$ cat src/rtl/rx_buf_pkg.sv
`timescale 1ns/1ps
package rx_buf_pkg;

    typedef enum logic [1:0] {
        TRIG_ONE  = 2'b00,
        TRIG_FOUR = 2'b01,
        TRIG_EIGHT = 2'b10,
        TRIG_FOURTEEN = 2'b11
    } trig_sel_e;

    typedef struct packed {
        logic      fifo_en;
        trig_sel_e trig;
        logic      ovr;
        logic      brk;
    } ctl_s;

    function automatic int trig_bytes(trig_sel_e sel);
        case (sel)
            TRIG_ONE:   return 1;
            TRIG_FOUR:  return 4;
            TRIG_EIGHT: return 8;
            default:    return 14;
        endcase
    endfunction

endpackage

$ cat src/rtl/rx_byte_store.sv
`timescale 1ns/1ps
module rx_byte_store #(
    parameter int DEPTH = 16,
    parameter int DW    = 8,
    localparam int AW   = $clog2(DEPTH),
    localparam int CW   = $clog2(DEPTH + 1)
) (
    input  logic          clk,
    input  logic          rst_n,
    input  logic          push,
    input  logic          pop,
    input  logic          flush,
    input  logic          fifo_mode,
    input  logic [DW-1:0] wdata,
    output logic [DW-1:0] head,
    output logic [CW-1:0] count,
    output logic          overrun
);

    typedef struct packed {
        logic [AW-1:0] wp;
        logic [AW-1:0] rp;
        logic [CW-1:0] cnt;
    } ptr_s;

    ptr_s st_d, st_q;
    logic [DW-1:0] mem [DEPTH];
    logic          wr_en;
    logic [AW-1:0] wr_addr;
    logic          full, do_pop, accept;

    function automatic logic [AW-1:0] nxt(logic [AW-1:0] p);
        return (p == AW'(DEPTH - 1)) ? '0 : p + 1'b1;
    endfunction

    always_comb begin
        st_d    = st_q;
        wr_en   = 1'b0;
        wr_addr = st_q.wp;
        full    = fifo_mode ? (st_q.cnt == CW'(DEPTH)) : (st_q.cnt != '0);
        do_pop  = pop && (st_q.cnt != '0);
        accept  = 1'b0;
        overrun = 1'b0;
        if (flush) begin
            st_d = '0;
        end else begin
            if (do_pop) st_d.rp = nxt(st_q.rp);
            if (push) begin
                if (!full || do_pop) begin
                    accept  = 1'b1;
                    wr_en   = 1'b1;
                    st_d.wp = nxt(st_q.wp);
                end else begin
                    overrun = 1'b1;
                    if (!fifo_mode) begin
                        wr_en   = 1'b1;
                        wr_addr = st_q.rp;
                    end
                end
            end
            st_d.cnt = st_q.cnt + CW'(accept) - CW'(do_pop);
        end
    end

    always_ff @(posedge clk or negedge rst_n) begin
        if (!rst_n) st_q <= '0;
        else        st_q <= st_d;
    end

    always_ff @(posedge clk) begin
        if (wr_en) mem[wr_addr] <= wdata;
    end

    assign count = st_q.cnt;
    assign head  = (st_q.cnt != '0) ? mem[st_q.rp] : '0;

    a_r2_count_bound: assert property (@(posedge clk) disable iff (!rst_n)
        count <= CW'(DEPTH));

    a_r3_full_drop: assert property (@(posedge clk) disable iff (!rst_n)
        fifo_mode && push && !pop && !flush && count == CW'(DEPTH)
        |=> count == CW'(DEPTH));

    a_r12_push_pop_level: assert property (@(posedge clk) disable iff (!rst_n)
        push && pop && !flush && count != '0 |=> count == $past(count));

endmodule

$ cat src/rtl/rx_idle_timer.sv
`timescale 1ns/1ps
module rx_idle_timer #(
    parameter int TICKS = 4,
    localparam int TW   = $clog2(TICKS + 1)
) (
    input  logic clk,
    input  logic rst_n,
    input  logic restart,
    input  logic halt,
    input  logic tick,
    input  logic clr,
    input  logic has_data,
    output logic pend
);

    typedef struct packed {
        logic [TW-1:0] cnt;
        logic          run;
        logic          pend;
    } tmr_s;

    tmr_s t_d, t_q;

    always_comb begin
        t_d = t_q;
        if (clr) t_d.pend = 1'b0;
        if (halt) begin
            t_d.run = 1'b0;
            t_d.cnt = '0;
        end else if (restart) begin
            t_d.run = 1'b1;
            t_d.cnt = '0;
        end else if (t_q.run && tick) begin
            if (t_q.cnt == TW'(TICKS - 1)) begin
                t_d.cnt = TW'(TICKS);
                t_d.run = 1'b0;
                if (has_data) t_d.pend = 1'b1;
            end else begin
                t_d.cnt = t_q.cnt + 1'b1;
            end
        end
    end

    always_ff @(posedge clk or negedge rst_n) begin
        if (!rst_n) t_q <= '0;
        else        t_q <= t_d;
    end

    assign pend = t_q.pend;

    a_r6_pend_after_tick: assert property (@(posedge clk) disable iff (!rst_n)
        $rose(pend) |-> $past(tick));

    a_r7_clr_drops_pend: assert property (@(posedge clk) disable iff (!rst_n)
        clr |=> !pend);

endmodule

$ cat src/rtl/rx_char_buffer.sv
`timescale 1ns/1ps
module rx_char_buffer
    import rx_buf_pkg::*;
#(
    parameter int DEPTH = 16,
    parameter int TICKS = 4,
    localparam int CW   = $clog2(DEPTH + 1)
) (
    input  logic          clk,
    input  logic          rst_n,
    input  logic          rx_valid,
    input  logic [7:0]    rx_byte,
    input  logic          brk_evt,
    input  logic          rd_stb,
    input  logic          cfg_wr,
    input  logic [7:0]    cfg_data,
    input  logic          stat_rd,
    input  logic          char_tick,
    output logic [7:0]    rd_data,
    output logic [CW-1:0] level,
    output logic          data_rdy,
    output logic          ovr_err,
    output logic          brk_flag,
    output logic          trig_hit,
    output logic          idle_pend
);

    ctl_s c_d, c_q;
    logic       flush, push, empties, overrun;
    logic       t_restart, t_halt;
    logic [7:0] wdata;

    always_comb begin
        flush   = cfg_wr && (cfg_data[1] || (cfg_data[0] != c_q.fifo_en));
        push    = rx_valid || brk_evt;
        wdata   = brk_evt ? 8'h00 : rx_byte;
        empties = rd_stb && (level <= CW'(1)) && !push;

        t_restart = c_q.fifo_en && push;
        if (rd_stb && (level > CW'(1))) t_restart = c_q.fifo_en;
        t_halt    = flush || empties || !c_q.fifo_en;

        c_d = c_q;
        if (cfg_wr) begin
            c_d.fifo_en = cfg_data[0];
            c_d.trig    = trig_sel_e'(cfg_data[7:6]);
        end
        if (stat_rd) begin
            c_d.ovr = 1'b0;
            c_d.brk = 1'b0;
        end
        if (empties) c_d.brk = 1'b0;
        if (overrun) c_d.ovr = 1'b1;
        if (brk_evt) c_d.brk = 1'b1;
        if (flush)   c_d.brk = 1'b0;
    end

    always_ff @(posedge clk or negedge rst_n) begin
        if (!rst_n) c_q <= '{fifo_en: 1'b0, trig: TRIG_ONE, ovr: 1'b0, brk: 1'b0};
        else        c_q <= c_d;
    end

    rx_byte_store #(.DEPTH(DEPTH), .DW(8)) u_store (
        .clk       (clk),
        .rst_n     (rst_n),
        .push      (push),
        .pop       (rd_stb),
        .flush     (flush),
        .fifo_mode (c_q.fifo_en),
        .wdata     (wdata),
        .head      (rd_data),
        .count     (level),
        .overrun   (overrun)
    );

    rx_idle_timer #(.TICKS(TICKS)) u_timer (
        .clk      (clk),
        .rst_n    (rst_n),
        .restart  (t_restart),
        .halt     (t_halt),
        .tick     (char_tick),
        .clr      (rd_stb || flush),
        .has_data (level != '0),
        .pend     (idle_pend)
    );

    assign data_rdy = (level != '0);
    assign ovr_err  = c_q.ovr;
    assign brk_flag = c_q.brk;
    assign trig_hit = c_q.fifo_en ? (level >= CW'(trig_bytes(c_q.trig))) : data_rdy;

    a_r4_break_sets: assert property (@(posedge clk) disable iff (!rst_n)
        brk_evt && !flush |=> brk_flag && data_rdy);

    a_r9_flush_clears: assert property (@(posedge clk) disable iff (!rst_n)
        cfg_wr && cfg_data[1] |=> level == '0 && !idle_pend && !brk_flag);

    a_r10_status_clear: assert property (@(posedge clk) disable iff (!rst_n)
        stat_rd && !push |=> !ovr_err);

    a_r6_pend_has_data: assert property (@(posedge clk) disable iff (!rst_n)
        idle_pend |-> data_rdy);

endmodule

$ cat config.mk
export PLATFORM = sky130hd
export DESIGN_NAME = rx_char_buffer
export DESIGN_NICKNAME = d
export VERILOG_FILES = /design/src/rtl/rx_buf_pkg.sv /design/src/rtl/rx_byte_store.sv /design/src/rtl/rx_idle_timer.sv /design/src/rtl/rx_char_buffer.sv
export SDC_FILE = /design/constraint.sdc
export NUM_CORES = 1
export LEC_CHECK = 0
export ABC_AREA = 0
export BUFFER_PORTS_ARGS = -buffer_cell sky130_fd_sc_hd__clkbuf_2
export CELL_PAD_IN_SITES_DETAIL_PLACEMENT = 1
export CELL_PAD_IN_SITES_GLOBAL_PLACEMENT = 2
export CORE_MARGIN = 1
export CORE_UTILIZATION = 50
export CTS_BUF_LIST = sky130_fd_sc_hd__clkbuf_8
export CTS_CLUSTER_SIZE = 20
export DETAILED_ROUTE_END_ITERATION = 16
export PLACE_DENSITY = 0.95
export SETUP_SLACK_MARGIN = 0.02
export SLEW_MARGIN = 15
export SYNTH_ARGS = -nofsm -noshare
export SYNTH_HDL_FRONTEND = slang
export SYNTH_SLANG_ARGS = --single-unit
$ cat constraint.sdc
create_clock -name clk -period 6.9 [get_ports clk]
set_input_delay 1.38 -clock clk [delete_from_list [all_inputs] [get_ports clk]]
set_output_delay 1.38 -clock clk [all_outputs]
set_load 0.05 [all_outputs]
==> results of run 1 <==
[logic make-up (layout without fill, tap and decap cells)]
family	count (synthesis)	in the layout
flops	151	151
simple gates	92	92
mux	56	56
compound gates	49	49
buf+inv	43	91
fa+ha+maj	18	18
xor+xnor	4	4
[final cells by class]
class / count / area, um^2
sequential: 151 / 4420
tap: 172 / 215
timing repair buffer: 39 / 200
multi-input combinational: 219 / 2060
inverter: 20 / 75.1
fill: 1222 / 5480
clock inverter: 15 / 143
clock buffer: 17 / 234
[worst max-delay path: stages (launching register included)]
cell,delay [ns]
dfrtp_2,0.59
buf_4,0.54
mux4_2,0.56
mux2i_1,0.24
o22ai_1,0.16
clkbuf_2,0.27
[metrics by stage]
step	hold slack, ns	instance area [um^2]	std cells	setup slack (ns)
floorplan	0.480	6670	413	3.39
global placement	0.497	6970	601	3.14
detailed placement	0.515	6970	601	3.05
CTS	0.567	7340	633	2.62
global route	0.598	7340	633	2.49
finish	0.563	7340	633	2.68
[power by group through the flow]
| stage | combinational [mW] | clock, mW | sequential, mW |
|---|---|---|---|
| global route | 1.05 | 0.688 | 1.14 |
| global placement | 0.950 | 0 | 1.14 |
| finish | 0.979 | 0.646 | 1.13 |
| CTS | 0.993 | 0.659 | 1.13 |
| detailed placement | 0.987 | 0 | 1.15 |
| floorplan | 0.792 | 0 | 1.13 |
[path summary, 6_finish.rpt]
kind | from | endpoint | cells past startpoint
min in group asynchronous | rst_n | u_store.count[2]$_DFF_PN0_ | 1
worst min-delay path | brk_flag$_DFFE_PN0P_ | brk_flag$_DFFE_PN0P_ | 2
worst min register to register | brk_flag$_DFFE_PN0P_ | brk_flag$_DFFE_PN0P_ | 2
worst max register to register | u_store.count[2]$_DFF_PN0_ | u_store.count[4]$_DFF_PN0_ | 12
worst max-delay path | u_store.st_q[5]$_DFFE_PN0P_ | rd_data[1] | 5
max in group asynchronous | rst_n | u_store.st_q[5]$_DFFE_PN0P_ | 1
[state kept, by name (all words and copies together) (netlist names)]
signal	count
c_q	3
ovr_err	1
u_timer.pend	1
u_store.mem	128
u_store.count	5
u_store.st_q	8
u_timer.t_q	4
brk_flag	1
[cells in the mapped netlist (all sizes together), types with 2 or more instances]
| library cell | number | area, um^2 |
|---|---|---|
| inv | 20 | 75.1 |
| o31ai | 2 | 15.0 |
| nor2b | 12 | 75.1 |
| and2 | 2 | 15.0 |
| o22a | 3 | 26.3 |
| and4 | 2 | 20.0 |
| o32ai | 2 | 17.5 |
| ha | 17 | 213 |
| mux4 | 32 | 721 |
| o22ai | 9 | 70.1 |
| nand2 | 16 | 76.3 |
| clkbuf | 6 | 22.5 |
| nor3b | 4 | 30.0 |
| xor2 | 2 | 17.5 |
| mux2i | 22 | 220 |
| o32a | 4 | 40.0 |
| or3 | 2 | 12.5 |
| nor2 | 38 | 143 |
| a21boi | 2 | 15.0 |
| a31oi | 3 | 33.8 |
| buf | 17 | 100 |
| xnor2 | 2 | 17.5 |
| nand3b | 2 | 15.0 |
| nand4 | 2 | 12.5 |
| o21ai | 5 | 25.0 |
| a21oi | 13 | 65.1 |
| nand2b | 3 | 18.8 |
| nand3 | 6 | 30.0 |
| dfrtp | 23 | 576 |
| edfxtp | 128 | 3840 |
| mux2 | 2 | 22.5 |
[metal layers]
metal	GRT usage	part of all wire	vias up
met5	0	0	-
met1	0.255	0.39	1950
li1	-	-	1659
met4	0.0769	0.021	0
met2	0.407	0.55	87
met3	0.0562	0.034	25
==> results.md, run 1 <==
- Clock Tree Root: clkbuf_8
- Via count: 3721
- Initial antenna violation count: 0
- Antenna Violating Nets Remaining: 0
- Post-Synth Simple-Gate Area: 0.0705
- Crit path launch type: register
- Pin count of the biggest net entering global routing: 42
- Tightest Hold Check Type: register to register
- Fraction of synthesized cell area in xor and xnor cells: 0.00525
- Post_cts resized: 0
- Net count, final: 490
- Peak supply drop: 0.256 mV
- Total power: 2.76 mW
- Reg2Reg Setup Slack: 3.45 ns
- First-pass GRT wire length: 22400 um
- Pleak: 2.65 nW
- Status: finished clean
- Minimum clock period: 4.22 ns
- Synth Area in Compound Gates: 0.0531
- Later-pin clock latency in the skew report: 0.46 ns
- Port bufs: 37
- Max-cap violations: 0
- PD cells: 375 nW/um^2
- Seq/Total Area, Yosys: 0.662
- Crit Path Category: register to output pin
- Clock sinks: 151
- Total Routing Usage GR: 0.224
- WP data required: 5.52 ns
- Share of cells above drive strength 1: 0.241
- Period utilization: 0.612
- Most common cell after layout, fill and taps aside: edfxtp_1
- Main combinational cell family by area after synthesis: multiplexers
- Fin Clk Skew: 0.0165 ns
- Hold_buf cts: 0
- Final setup TNS: 0 ns
- Grt total ovfl: 0
- Hpwl dp: 9400 um
- Post-Synth Adder-Cell Area: 0.0349
- Max Clk Rate: 0.237 GHz
- Pint: 1.72 mW
- Synthesized flop and latch total: 151
- DIE HEIGHT: 118 um
- Post-CTS setup buffer count: 0
- Final hold violation count: 0
- Area grow syn2layout: 10.1%
- Row count: 41
- IO Count: 42
- Die ar.: 13800 um^2
- Vias in the first global route: 4113
- CTS Buffer Depth: 2
- First-pass iteration count of the detailed router: 4
- Most frequent cells in the layout: edfxtp_1 (128), nor2_1 (38), clkbuf_2 (37)
- Die Width: 118 um
- Antenna Cells: 0
- Post-synthesis async set-or-reset flop share: 0.152
- Unrepaired setup endpoints after global routing: false
- Mux cell area share after synthesis: 0.144
- WP data arrival: 2.84 ns
- Sequential power share: 0.410
- Post-synth EDFFs: 128
- Setup Viol. Count Final: 0
- Core ar.: 12800 um^2
- CTS tree: yes
- Slew @ Worst Pin: 1.21 ns
- Detailed Route WL: 14300 um
- CTS Buf Count: 17
- Power share of the combinational group: 0.355
- Synth Flop Type: edfxtp_1
- Final-report max-slew violation count: 0
- Via-to-Cell Ratio: 5.88
- DR iter-0 viols: 210
- Crit-path max FO: 28
- Avg Inst Size Synth: 16.2 um^2
- Element type at the critical path end: output pin
- Syn Std Cell Area: 6670 um^2
- Max_slew headroom: 0.191
- DR DRC count: 0
- Initial core utilization: 0.520
- Post-layout util: 0.573
- Clock network fraction of total power: 0.234
- Mapped Nets: 455
- Post-Synthesis Cells: 413
- Switch Pwr: 1.04 mW
- Synth warn: 0
- Yosys cell types: 49
- Switching share of power: 0.377
- DR WL/cell: 22.6 um
- H-tree depth: 4
- GPL Wtd Cong: 0.796
- Clk slew on worst S/H paths: 0.09 ns
(Power assumes the default switching activity.)
==> run 2, diff against run 1 <==
--- a/config.mk
+++ b/config.mk
@@ -10,11 +10,11 @@
 export CELL_PAD_IN_SITES_DETAIL_PLACEMENT = 1
 export CELL_PAD_IN_SITES_GLOBAL_PLACEMENT = 2
 export CORE_MARGIN = 1
-export CORE_UTILIZATION = 50
+export CORE_UTILIZATION = 42
 export CTS_BUF_LIST = sky130_fd_sc_hd__clkbuf_8
 export CTS_CLUSTER_SIZE = 20
 export DETAILED_ROUTE_END_ITERATION = 16
-export PLACE_DENSITY = 0.95
+export PLACE_DENSITY = 0.89
 export SETUP_SLACK_MARGIN = 0.02
 export SLEW_MARGIN = 15
 export SYNTH_ARGS = -nofsm -noshare
==> constraint.sdc (replaced) <==
create_clock -name clk -period 3.6 [get_ports clk]
set_input_delay 0.72 -clock clk [delete_from_list [all_inputs] [get_ports clk]]
set_output_delay 0.72 -clock clk [all_outputs]
set_load 0.05 [all_outputs]
==> run 2 against run 1 <==
  * Worst hold slack worse by 0.28 ns
  * Die area up 19%
  * Sequential share of layout area fell by 2.4 points
  * Critical path type unchanged
  * Clock-buffer cell count unchanged
  * Setup slack worse by 2.4 ns
  * Non-clock buffer count rose by 19
  * Critical endpoint is now rd_data[6]
  * Critical path depth rose by 2
  * Sequential power increased by 93%
  * Via count increased by 0.27%
  * Wire length grew 0.85%
==> results.md, run 2 (synthesis gave the netlist of run 1 again) <==
- Crit path launch type: register (unchanged)
- PD cells: 733 nW/um^2 (was 375 nW/um^2)
- Post-CTS setup buffer count: 0 (unchanged)
- Switching share of power: 0.354 (was 0.377)
- Initial antenna violation count: 0 (unchanged)
- IO Count: 42 (unchanged)
- DR DRC count: 0 (unchanged)
- Final-report max-slew violation count: 0 (unchanged)
- Core ar.: 15400 um^2 (was 12800 um^2)
- Via count: 3731 (was 3721)
- Share of cells above drive strength 1: 0.273 (was 0.241)
- Grt total ovfl: 0 (unchanged)
- Element type at the critical path end: output pin (unchanged)
- Max-cap violations: 0 (unchanged)
- Power share of the combinational group: 0.346 (was 0.355)
- Vias in the first global route: 4078 (was 4113)
- Fin Clk Skew: 0.00988 ns (was 0.0165 ns)
- WL met2: 7700 um (was 7890 um)
- Crit Path Category: register to output pin (unchanged)
- First-pass GRT wire length: 22700 um (was 22400 um)
- Unrepaired setup endpoints after global routing: false (unchanged)
- Pin count of the biggest net entering global routing: 25 (was 42)
- Final Non-Filler Cells: 691 (was 633)
- Port bufs: 37 (unchanged)
- Total power: 5.61 mW (was 2.76 mW)
- R2R cell count: 12 (unchanged)
- Die ar.: 16400 um^2 (was 13800 um^2)
- Highest routed layer: met4 (unchanged)
- Met3 wire length: 588 um (was 483 um)
- Total Routing Usage GR: 0.195 (was 0.224)
- Placed Instances: 659 (was 601)
- Max_slew headroom: 0.240 (was 0.191)
- Top reg by flops: u_store.mem (unchanged)
- Most common cell after layout, fill and taps aside: edfxtp_1 (unchanged)
- Initial core utilization: 0.434 (was 0.520)
- Later-pin clock latency in the skew report: 0.45 ns (was 0.46 ns)
- RR Startpoint: u_store.count[2]$_DFF_PN0_ (unchanged)
- Row count: 45 (was 41)
- Period utilization: 0.915
- Final hold violation count: 0 (unchanged)
- Die Width: 128 um (was 118 um)
- Largest register FFs: 128 (unchanged)
- Slew @ Worst Pin: 1.14 ns (was 1.21 ns)
- Switch Pwr: 1.99 mW (was 1.04 mW)
- Pint: 3.62 mW (was 1.72 mW)
- Clock network fraction of total power: 0.266 (was 0.234)
- Peak supply drop: 0.564 mV (was 0.256 mV)
- Area grow syn2layout: 14.6% (was 10.1%)
- CTS Buf Count: 17 (unchanged)
- Crit-path max FO: 8 (was 28)
- Hold_ws: 0.280 ns (was 0.563 ns)
- WP data arrival: 2.57 ns (was 2.84 ns)
- H-tree depth: 4 (unchanged)
- Via-to-Cell Ratio: 5.40 (was 5.88)
- Most frequent cells in the layout: edfxtp_1 (128), nor2_1 (38), clkbuf_2 (37) (unchanged)
- Reg-to-Reg End: u_store.count[4]$_DFF_PN0_ (unchanged)
- Antenna Cells: 0 (unchanged)
- Clock Tree Root: clkbuf_8 (unchanged)
- WP data required: 2.88 ns (was 5.52 ns)
- Max Clk Rate: 0.304 GHz
- DR iter-0 viols: 193 (was 210)
- Clock sinks: 151 (unchanged)
- Tightest Hold Check Type: input port to asynchronous set/reset pin (was register to register)
- GPL Wtd Cong: 0.734 (was 0.796)
- Antenna Violating Nets Remaining: 0 (unchanged)
- Final setup TNS: 0 ns (unchanged)
- Clk slew on worst S/H paths: 0.08 ns (was 0.09 ns)
- Setup Viol. Count Final: 0 (unchanged)
- CTS tree: yes (unchanged)
- Hold_buf cts: 0 (unchanged)
- CTS Buffer Depth: 2 (unchanged)
- Post_cts resized: 0 (unchanged)
- DR WL/cell: 20.9 um (was 22.6 um)
- First-pass iteration count of the detailed router: 4 (unchanged)
- Reg2Reg Setup Slack: 0.41 ns (was 3.45 ns)
- Detailed Route WL: 14400 um (was 14300 um)
- Status: finished clean (unchanged)
- Net count, final: 509 (was 490)
- Largest regs: u_store.mem (128), u_store.st_q (8), u_store.count (5) (unchanged)
- Minimum clock period: 3.29 ns
- Sequential power share: 0.388 (was 0.410)
- Pleak: 2.80 nW (was 2.65 nW)
- DIE HEIGHT: 128 um (was 118 um)
- Hpwl dp: 9850 um (was 9400 um)
- Metal1 wirelength: 5950 um (was 5650 um)
## run 2: power by group through the flow
stage / combinational [mW] / clock [mW] / sequential (mW)
after global placement: 1.90 / 0 / 2.20
final: 1.94 / 1.49 / 2.18
after CTS: 1.98 / 1.52 / 2.18
after detailed placement: 1.97 / 0 / 2.21
after global routing: 2.12 / 1.58 / 2.19
after floorplan: 1.52 / 0 / 2.16
## run 2: worst max-delay path: stages, from the launching register on
cell and delay (ns):
dfrtp_1 0.44, inv_1 0.12, ha_1 0.18, or4b_1 0.45, buf_4 0.19, nand2_1 0.27, o22ai_1 0.20, clkbuf_2 0.27
## run 2: worst max-delay path by stage
stage                                from                    endpoint  slack, ns  cells past startpoint
6_report       u_store.count[2]$_DFF_PN0_                  rd_data[6]       0.31                      7
5_1_grt        u_store.count[2]$_DFF_PN0_  u_store.count[4]$_DFF_PN0_       0.06                     12
4_1_cts        u_store.count[2]$_DFF_PN0_                  rd_data[7]       0.26                      7
3_5_place_dp   u_store.count[2]$_DFF_PN0_  u_store.count[4]$_DFF_PN0_       0.43                     12
3_3_place_gp   u_store.count[2]$_DFF_PN0_  u_store.count[4]$_DFF_PN0_       0.51                     12
2_1_floorplan  u_store.count[3]$_DFF_PN0_  u_store.count[4]$_DFF_PN0_       0.43                     14
## run 2: routing by layer
layer / vias up / global-route usage
met5: - / 0
met2: 95 / 0.353
li1: 1694 / -
met3: 17 / 0.0405
met1: 1925 / 0.227
met4: 0 / 0.0775
## run 2: layout make-up
cell class,instances,area (um^2)
inverter,20,75.1
fill,1507,7720
clock buffer,17,234
clock inverter,15,225
sequential,151,4420
tap,211,264
timing repair buffer,58,368
multi-input combinational,219,2060
## run 2: stage by stage
stage,instance area [um^2],util,setup slack (ns)
floorplan,6670,-,0.428
global placement,7180,0.467,0.514
detailed placement,7180,0.467,0.425
CTS,7640,0.497,0.255
global route,7650,0.498,0.0571
finish,7650,0.498,0.306
==> run 3, diff against run 2 <==
--- a/config.mk
+++ b/config.mk
@@ -14,6 +14,7 @@
 export CTS_BUF_LIST = sky130_fd_sc_hd__clkbuf_8
 export CTS_CLUSTER_SIZE = 20
 export DETAILED_ROUTE_END_ITERATION = 16
+export GPL_TIMING_DRIVEN = 0
 export PLACE_DENSITY = 0.89
 export SETUP_SLACK_MARGIN = 0.02
 export SLEW_MARGIN = 15
==> run 3 against run 2 <==
  * Register-to-register slack got worse by 0.17 ns
  * Combinational power hardly changed
  * Largest cell class unchanged
  * Worst hold slack worse by 0.0055 ns
  * Power fell by 3.4%
  * Sequential power decreased by 2%
  * Non-clock buffer count increased by 1
  * Die area is the same
  * Critical path depth rose by 7
  * Highest routed layer unchanged
  * Largest power group unchanged
  * First-iteration DRC count grew 19%
  * Critical endpoint is now u_store.count[4]$_DFF_PN0_
  * Flip-flop and latch count unchanged
  * Clock power shrank 12%
==> results.md, run 3 (synthesis gave the netlist of run 1 again) <==
- Status: finished clean (unchanged)
- Final-report max-slew violation count: 0 (unchanged)
- Later-pin clock latency in the skew report: 0.44 ns (was 0.45 ns)
- Setup Viol. Count Final: 0 (unchanged)
- Clock Tree Root: clkbuf_8 (unchanged)
- Top reg by flops: u_store.mem (unchanged)
- Most common cell after layout, fill and taps aside: edfxtp_1 (unchanged)
- Die ar.: 16400 um^2 (unchanged)
- Max_slew headroom: 0.285 (was 0.240)
- Max-cap violations: 0 (unchanged)
- CTS Buffer Depth: 2 (unchanged)
- Detailed Route WL: 14400 um (about the same)
- WP data required: 3.98 ns (was 2.88 ns)
- Final setup TNS: 0 ns (unchanged)
- Pleak: 2.73 nW (was 2.80 nW)
- IO Count: 42 (unchanged)
- Initial core utilization: 0.434 (unchanged)
- PD cells: 720 nW/um^2 (was 733 nW/um^2)
- Fin Clk Skew: 0.0114 ns (was 0.00988 ns)
- Crit path launch type: register (unchanged)
- H-tree depth: 4 (unchanged)
- Vias in the first global route: 4188 (was 4078)
- WP data arrival: 3.74 ns (was 2.57 ns)
- Hold_ws: 0.275 ns (was 0.280 ns)
- Tightest Hold Check Type: input port to asynchronous set/reset pin (unchanged)
- Antenna Violating Nets Remaining: 0 (unchanged)
- Net count, final: 510 (was 509)
- DIE HEIGHT: 128 um (unchanged)
- Max Clk Rate: 0.297 GHz (was 0.304 GHz)
- Minimum clock period: 3.36 ns (was 3.29 ns)
- Via count: 3731 (unchanged)
- Filler cells: 1518 (was 1507)
- DR iter-0 viols: 230 (was 193)
- Clock sinks: 151 (unchanged)
- Clk slew on worst S/H paths: 0.09 ns (was 0.08 ns)
- Peak supply drop: 0.441 mV (was 0.564 mV)
- Via-to-Cell Ratio: 5.39 (was 5.40)
- Pin count of the biggest net entering global routing: 24 (was 25)
- DR DRC count: 0 (unchanged)
- Slew @ Worst Pin: 1.07 ns (was 1.14 ns)
- Crit Path Category: register to register (was register to output pin)
- First-pass GRT wire length: 22600 um (was 22700 um)
- Final hold violation count: 0 (unchanged)
- Grt total ovfl: 0 (unchanged)
- CTS tree: yes (unchanged)
- Met2 usage: 0.344 (was 0.353)
- Die Width: 128 um (unchanged)
- Core ar.: 15400 um^2 (unchanged)
- Area grow syn2layout: 12.7% (was 14.6%)
- Crit-path max FO: 6 (was 8)
- Row count: 45 (unchanged)
- Unrepaired setup endpoints after global routing: false (unchanged)
- Total power: 5.42 mW (was 5.61 mW)
- Reg2Reg Setup Slack: 0.24 ns (was 0.41 ns)
- Port bufs: 37 (unchanged)
- GPL Wtd Cong: 0.815 (was 0.734)
- CTS Buf Count: 17 (unchanged)
- DR WL/cell: 20.8 um (was 20.9 um)
- Met3 GRT Util: 0.0442 (was 0.0405)
- First-pass iteration count of the detailed router: 4 (unchanged)
- Largest regs: u_store.mem (128), u_store.st_q (8), u_store.count (5) (unchanged)
- Total Routing Usage GR: 0.192 (was 0.195)
- Element type at the critical path end: register (was output pin)
- Share of cells above drive strength 1: 0.254 (was 0.273)
- Met1 usage: 0.218 (was 0.227)
- Most frequent cells in the layout: edfxtp_1 (128), nor2_1 (38), clkbuf_2 (37) (unchanged)
- Largest register FFs: 128 (unchanged)
- Post-CTS setup buffer count: 0 (unchanged)
- GR peak layer: met2 (unchanged)
- Hpwl dp: 10100 um (was 9850 um)
- Period utilization: 0.934 (was 0.915)
- Post_cts resized: 0 (unchanged)
- Antenna Cells: 0 (unchanged)
- Initial antenna violation count: 0 (unchanged)
-- run 3: final timing paths --
kind | startpoint | to | cells past startpoint
min | rst_n | u_store.count[2]$_DFF_PN0_ | 1
min reg2reg | u_timer.t_q[4]$_DFFE_PN0P_ | u_timer.t_q[4]$_DFFE_PN0P_ | 2
max reg2reg | u_store.count[3]$_DFF_PN0_ | u_store.count[4]$_DFF_PN0_ | 14
min in group clk | stat_rd | ovr_err$_DFFE_PN0P_ | 2
max in group asynchronous | rst_n | u_store.st_q[8]$_DFFE_PN0P_ | 1
max | u_store.count[3]$_DFF_PN0_ | u_store.count[4]$_DFF_PN0_ | 14
-- run 3: cell type report --
type / count / area (um^2) / area share
Buffer: 22 / 119 / 0.0158
Inverter: 20 / 75.1 / 0.00998
Sequential cell: 151 / 4420 / 0.587
Timing Repair Buffer: 37 / 185 / 0.0246
Clock inverter: 15 / 168 / 0.0223
Clock buffer: 17 / 234 / 0.0311
Tap cell: 211 / 264 / 0.0351
Multi-Input combinational cell: 219 / 2060 / 0.274
-- run 3: worst max-delay path, cell delays in order (launching register included) --
cell and delay [ns]:
dfrtp_1 0.42, inv_1 0.14, ha_1 0.19, or4b_1 0.42, buf_2 0.19, and2_1 0.18
buf_6 0.13, ha_1 0.28, inv_1 0.04, ha_1 0.22, fa_1 0.41, a21oi_1 0.17
nor2_1 0.07, or3_1 0.31, a21oi_1 0.14
-- run 3: per-stage QoR --
| stage | instances | area [um^2] | util | worst slack (ns) |
|---|---|---|---|---|
| 5_1_grt | 692 | 7520 | 0.489 | 0.0415 |
| 6_report | 692 | 7520 | 0.489 | 0.238 |
| 3_5_place_dp | 661 | 7120 | 0.463 | 0.181 |
| 2_1_floorplan | 413 | 6670 | - | 0.428 |
| 3_3_place_gp | 661 | 7120 | 0.463 | 0.302 |
| 4_1_cts | 693 | 7520 | 0.489 | 0.133 |
-- run 3: report_power, final --
group / total (mW) / switching, mW / internal (mW)
logic: 1.96 / 1.23 / 0.732
clock network: 1.31 / 0.680 / 0.633
registers: 2.14 / 0.0994 / 2.04
-- run 3: timing repair --
item,in CTS,in global routing
hold buffers,0,0
endpoints found under the setup margin,0,2
hold endpoints to repair,0,0
-- run 3: routing by layer --
metal | part of all wire | wire (um)
met1 | 0.40 | 5770
met2 | 0.54 | 7720
met3 | 0.043 | 618
met4 | 0.019 | 270
met5 | 0 | 0
